`src/rtl/shf_pkg.sv`:
```
package shf_pkg;

    typedef enum logic [1:0] {
        MODE_LOGIC = 2'b00,
        MODE_ONES  = 2'b01,
        MODE_ARITH = 2'b10,
        MODE_ROT   = 2'b11
    } shf_mode_e;

    typedef enum logic [1:0] {
        FILL_ZERO = 2'b00,
        FILL_ONE  = 2'b01,
        FILL_MSB  = 2'b10
    } shf_fill_e;

    typedef struct packed {
        logic      go_right;
        logic      wrap;
        shf_fill_e fill;
    } shf_ctl_t;

    function automatic shf_ctl_t decode_mode(input logic [1:0] mode, input logic right);
        shf_ctl_t c;
        c.go_right = right;
        c.wrap     = 1'b0;
        c.fill     = FILL_ZERO;
        unique case (shf_mode_e'(mode))
            MODE_LOGIC: c.fill = FILL_ZERO;
            MODE_ONES:  c.fill = FILL_ONE;
            MODE_ARITH: c.fill = right ? FILL_MSB : FILL_ZERO;
            MODE_ROT:   c.wrap = 1'b1;
            default:    c.fill = FILL_ZERO;
        endcase
        return c;
    endfunction

endpackage

```
`src/rtl/shf_decode.sv`:
```
module shf_decode
    import shf_pkg::*;
(
    input  logic [1:0] mode_i,
    input  logic       dir_right_i,
    output shf_ctl_t   ctl_o
);
    always_comb begin
        ctl_o = decode_mode(mode_i, dir_right_i);
    end
endmodule

```
`src/rtl/shf_mirror.sv`:
```
module shf_mirror #(
    parameter int XLEN = 64
) (
    input  logic            en_i,
    input  logic [XLEN-1:0] d_i,
    output logic [XLEN-1:0] q_o
);
    logic [XLEN-1:0] flipped;
    for (genvar i = 0; i < XLEN; i++) begin : g_bit
        assign flipped[i] = d_i[XLEN-1-i];
    end
    assign q_o = en_i ? flipped : d_i;
endmodule

```
`src/rtl/shf_core.sv`:
```
module shf_core
    import shf_pkg::*;
#(
    parameter int XLEN = 64,
    localparam int SHW = $clog2(XLEN)
) (
    input  shf_ctl_t        ctl_i,
    input  logic [SHW-1:0]  amt_i,
    input  logic [XLEN-1:0] operand_i,
    output logic [XLEN-1:0] result_o
);
    logic [XLEN-1:0] oriented;
    logic [XLEN-1:0] stg [SHW+1];
    logic            fill_bit;

    always_comb begin
        unique case (ctl_i.fill)
            FILL_ONE: fill_bit = 1'b1;
            FILL_MSB: fill_bit = operand_i[XLEN-1];
            default:  fill_bit = 1'b0;
        endcase
    end

    // Left operations are carried out as right operations on a mirrored word.
    shf_mirror #(.XLEN(XLEN)) u_pre (
        .en_i (~ctl_i.go_right),
        .d_i  (operand_i),
        .q_o  (oriented)
    );

    assign stg[0] = oriented;

    for (genvar k = 0; k < SHW; k++) begin : g_stage
        localparam int STEP = 1 << k;
        logic [STEP-1:0] incoming;
        assign incoming = ctl_i.wrap ? stg[k][STEP-1:0] : {STEP{fill_bit}};
        assign stg[k+1] = amt_i[k] ? {incoming, stg[k][XLEN-1:STEP]} : stg[k];
    end

    shf_mirror #(.XLEN(XLEN)) u_post (
        .en_i (~ctl_i.go_right),
        .d_i  (stg[SHW]),
        .q_o  (result_o)
    );
endmodule

```
`src/rtl/shf_unit.sv`:
```
module shf_unit
    import shf_pkg::*;
#(
    parameter int XLEN = 64
) (
    input  logic            clk,
    input  logic            rst,
    input  logic [XLEN-1:0] operand_i,
    input  logic [XLEN-1:0] amt_i,
    input  logic            dir_right_i,
    input  logic [1:0]      mode_i,
    output logic [XLEN-1:0] result_o
);
    localparam int SHW = $clog2(XLEN);

    shf_ctl_t        ctl;
    logic [SHW-1:0]  amt_lo;
    logic [XLEN-1:0] comb_res;
    logic            unused_amt_hi;

    assign amt_lo        = amt_i[SHW-1:0];
    assign unused_amt_hi = ^amt_i[XLEN-1:SHW];

    shf_decode u_dec (
        .mode_i      (mode_i),
        .dir_right_i (dir_right_i),
        .ctl_o       (ctl)
    );

    shf_core #(.XLEN(XLEN)) u_core (
        .ctl_i     (ctl),
        .amt_i     (amt_lo),
        .operand_i (operand_i),
        .result_o  (comb_res)
    );

    always_ff @(posedge clk) begin
        if (rst) result_o <= '0;
        else     result_o <= comb_res;
    end


    a_r1_reset_clear: assert property (@(posedge clk) rst |=> result_o == '0);


    a_r9_zero_amount: assert property (@(posedge clk) disable iff (rst)
        (amt_lo == '0) |=> result_o == $past(operand_i));


    a_r7_rotate_keeps_ones: assert property (@(posedge clk) disable iff (rst)
        (mode_i == 2'b11) |=> $countones(result_o) == $countones($past(operand_i)));


    a_r6_ones_right_msb: assert property (@(posedge clk) disable iff (rst)
        (mode_i == 2'b01 && dir_right_i && amt_lo != '0) |=> result_o[XLEN-1]);


    a_r6_ones_left_lsb: assert property (@(posedge clk) disable iff (rst)
        (mode_i == 2'b01 && !dir_right_i && amt_lo != '0) |=> result_o[0]);


    a_r4_sign_kept: assert property (@(posedge clk) disable iff (rst)
        (mode_i == 2'b10 && dir_right_i) |=> result_o[XLEN-1] == $past(operand_i[XLEN-1]));


    a_r3_logic_right_msb_zero: assert property (@(posedge clk) disable iff (rst)
        (mode_i == 2'b00 && dir_right_i && amt_lo != '0) |=> !result_o[XLEN-1]);


    a_r5_arith_left_lsb_zero: assert property (@(posedge clk) disable iff (rst)
        (mode_i == 2'b10 && !dir_right_i && amt_lo != '0) |=> !result_o[0]);


    a_r10_mask_count: assert property (@(posedge clk) disable iff (rst)
        (mode_i == 2'b01 && !dir_right_i && operand_i == '0)
        |=> $countones(result_o) == int'($past(amt_lo)));
endmodule

```
`config.mk`:
```
export PLATFORM = sky130hd
export DESIGN_NAME = shf_unit
export DESIGN_NICKNAME = d
export VERILOG_FILES = /design/src/rtl/shf_pkg.sv /design/src/rtl/shf_decode.sv /design/src/rtl/shf_mirror.sv /design/src/rtl/shf_core.sv /design/src/rtl/shf_unit.sv
export SDC_FILE = /design/constraint.sdc
export NUM_CORES = 1
export LEC_CHECK = 0
export CORE_AREA = 2 2 148 150
export CTS_BUF_LIST = sky130_fd_sc_hd__clkbuf_8
export CTS_CLUSTER_SIZE = 10
export DETAILED_ROUTE_END_ITERATION = 7
export DIE_AREA = 0 0 150 152
export PLACE_DENSITY = 0.76
export SLEW_MARGIN = 20
export SYNTH_ARGS = -nofsm -noshare
export SYNTH_HDL_FRONTEND = slang
export SYNTH_SLANG_ARGS = --single-unit
```
`constraint.sdc`:
```
create_clock -name clk -period 3.59 [get_ports clk]
set_input_delay 0.718 -clock clk [delete_from_list [all_inputs] [get_ports clk]]
set_output_delay 0.718 -clock clk [all_outputs]
set_load 0.02 [all_outputs]
```
==> results_dict.tcl <==
set metrics [dict create \
    status "finished, final reports clean" \
    port_buffers 138 \
    worstPathArrival_ns 3.73 \
    synth_edf_count 0 \
    setup_violations 0 \
    grt_overflow_total 0 \
    postCtsSetupRepairBufs 0 \
    max_slew.worst_pin.slew_ns 0.9670 \
    place_area_um2 12490 \
    worst_setup_path_end_kind "register" \
    ant_nets 0 \
    dpl.hpwl_mm 34.66 \
    postSynthCellCount 1109 \
    grt_pass1_wl_mm 65.61 \
    htree_levels 3 \
    synth_fp_nets 1247 \
    max-clock-path-buffers 2 \
    die_y_um 152 \
    hold_class "primary input to register" \
    drc 0 \
    cts_buffers 9 \
    grt_max_degree 57 \
    dieWidth_um 150 \
    nNetsFinal 1466 \
    n_antenna_cell 0 \
    synthFlopType "dfxtp_1" \
    hold_viol 0 \
    hp-start "dir_right_i" \
    first_pass_iters 6 \
    largest_register_ffs 64 \
    power.density_nw_per_um2 291.2 \
    place_congestion 1.047 \
    cp-startpoint "mode_i[0]" \
    rows 54 \
    power.leakage_nw 4.812 \
    num_vias 11830 \
    coreArea_um2 21350 \
    die_area_um2 22800 \
    clockRootBuffer "clkbuf_8" \
    fin_util_pct 59.86 \
    num_io_pins 197 \
    synth.most_common_cell "o22ai_1" \
    irDropWorstVdd_v 0.0001444 \
    whs_ns 0.9756 \
    fin_ws_ns 0.1165 \
    area_growth_pct 29.65 \
    async_flop_share_pct 0 \
    routed_via_density 7.335 \
    ys_seq_area_share_pct 13.00 \
    synth_top_area_share_pct 22.85 \
    antenna_found_initial 0 \
    cts_tree "yes" \
    start_util_pct 46.17 \
    yosysTopAreaCell "mux4_2" \
    slowest_delay_ns 0.47 \
    cp_top_family "compound AO/OA/AOI/OAI gates" \
    min_delay_path_depth 3 \
    crit_fanout 5 \
    drive_above_1_share_pct 30.83 \
    slew-limit-headroom_pct 35.53 \
    grt_pass1_vias 10910 \
    min_period_ns 3.474 \
    cp_num_buf_inv 3 \
    synthTopCellsByCount "o22ai_1 (115), mux4_2 (100), mux2i_1 (90)" \
    postSynthAreaPerCell_um2 8.889 \
    rsz0062_at_grt "true" \
    ys_warn_count 0 \
    fillers 1868 \
    startpoint_type "primary input" \
    fin_area_um2 12780 \
    ys_seq_elements 64 \
    pre_cts_ws_ns -0.4569 \
    grt_usage_pct 37.14 \
    clkTransAtPathRegs_ns 0.07 \
    reg_top3 "result_o (64)" \
    drt_iter0_markers 1448 \
    holdPathEnd "result_o[3]" \
    clock_sinks 64 \
    critical_path_class "primary input to register" \
    fmax_mhz 287.9 \
    required_ns 3.85 \
    wl_mm 43.55 \
    top_register "result_o" \
    postCtsHoldBufs 0 \
    slowest_stage "clkdlybuf4s50_1" \
    slew_viol_final 0 \
    fin_crit_sh_pct 96.76 \
    routed_wire_length_per_instance_um 27.00 \
    drv_cap 0 \
    syn_area_um2 9858 \
    synthTopCellsByArea "mux4_2 (23%), dfxtp_1 (13%), mux2i_1 (9.1%)" \
    cpMostUsedCell "ha_1" \
    path_cells "clkdlybuf4s50_1 -> inv_1 -> ha_1 -> nand3b_1 -> ha_1 -> nor2_2 -> nand3_1 -> buf_4 -> a311oi_1 -> nor3b_2 -> a21oi_1 -> o221ai_1 -> o22ai_1" \
    synth.distinct_cells 69 \
]
-- what timing repair did --
item,in CTS,in global routing
gates resized for setup,1,18
pin swaps,0,3
gates cloned,0,0
setup endpoints to repair,4,35
-- logic make-up (layout without fill, tap and decap cells) --
group                    count (synthesis)  in the layout  share of synthesized area [%]
flip-flops                              64             64                          13.00
adder cells (fa/ha/maj)                  5              5                         0.6346
XOR/XNOR                                 1              1                        0.08886
buffers and inverters                  138            362                          7.374
AND/OR/NAND/NOR                        235            235                          10.74
AO/OA/AOI/OAI                          412            412                          28.85
multiplexers                           254            254                          39.32
-- per-stage QoR --
stage	cells	TNS (ns)	total power, W
after floorplan	1109	0	0.002072
after global placement	1597	-5.827	0.002987
after detailed placement	1597	-7.174	0.003016
after CTS	1613	0	0.003634
after global routing	1613	-0.3375	0.003850
final	1613	0	0.003722
-- layer usage --
| layer | vias to the layer above | global-route usage (%) | share of wire, % |
|---|---|---|---|
| met5 | - | 0 | 0 |
| met4 | 0 | 17.39 | 5.9 |
| met3 | 173 | 5.135 | 11 |
| met2 | 1033 | 58.60 | 45 |
| met1 | 5633 | 50.26 | 38 |
| li1 | 4992 | - | - |
-- worst max-delay path by stage --
stage	end	depth (start not counted)
finish	result_o[4]	13
CTS	result_o[58]	13
global placement	result_o[18]	12
floorplan	result_o[11]	14
global route	result_o[18]	12
detailed placement	result_o[18]	12
-- layout make-up --
| class | instances | area, um^2 | share of cell area, % |
|---|---|---|---|
| clock buffer | 10 | 137.6 | 1.077 |
| clock inverter | 6 | 67.56 | 0.5286 |
| inverter | 14 | 52.55 | 0.4112 |
| multi-input combinational | 907 | 7945 | 62.16 |
| sequential | 64 | 1281 | 10.02 |
| tap | 280 | 350.3 | 2.741 |
| timing repair buffer | 332 | 2947 | 23.05 |
-- where the power goes --
part	internal [W]	switching (W)	leakage, nW
combinational	0.00101	0.00128	4.18
sequential	0.000788	0.0000191	0.532
clock	0.000341	0.000284	0.0989
total	0.00214	0.00158	4.81
-- placed cells by master, fill, tap and decap left out, types with 6 or more instances in the layout --
master	instances
mux2i_1	89
inv_1	11
nand2_1	72
clkdlybuf4s50_1	133
clkbuf_8	11
nand2b_1	9
o221ai_1	19
buf_4	184
o21ai_0	66
a31oi_1	10
buf_12	10
mux2_2	63
nand3_1	17
a22oi_1	18
o211ai_1	18
nor2b_1	9
o22ai_1	113
a211oi_1	21
a21oi_1	36
o32ai_1	25
nand4_1	7
nor2_1	73
a22o_1	7
a221oi_1	11
or2_2	6
mux4_2	100
nor3_1	20
dfxtp_1	64
(Power assumes the default switching activity.)
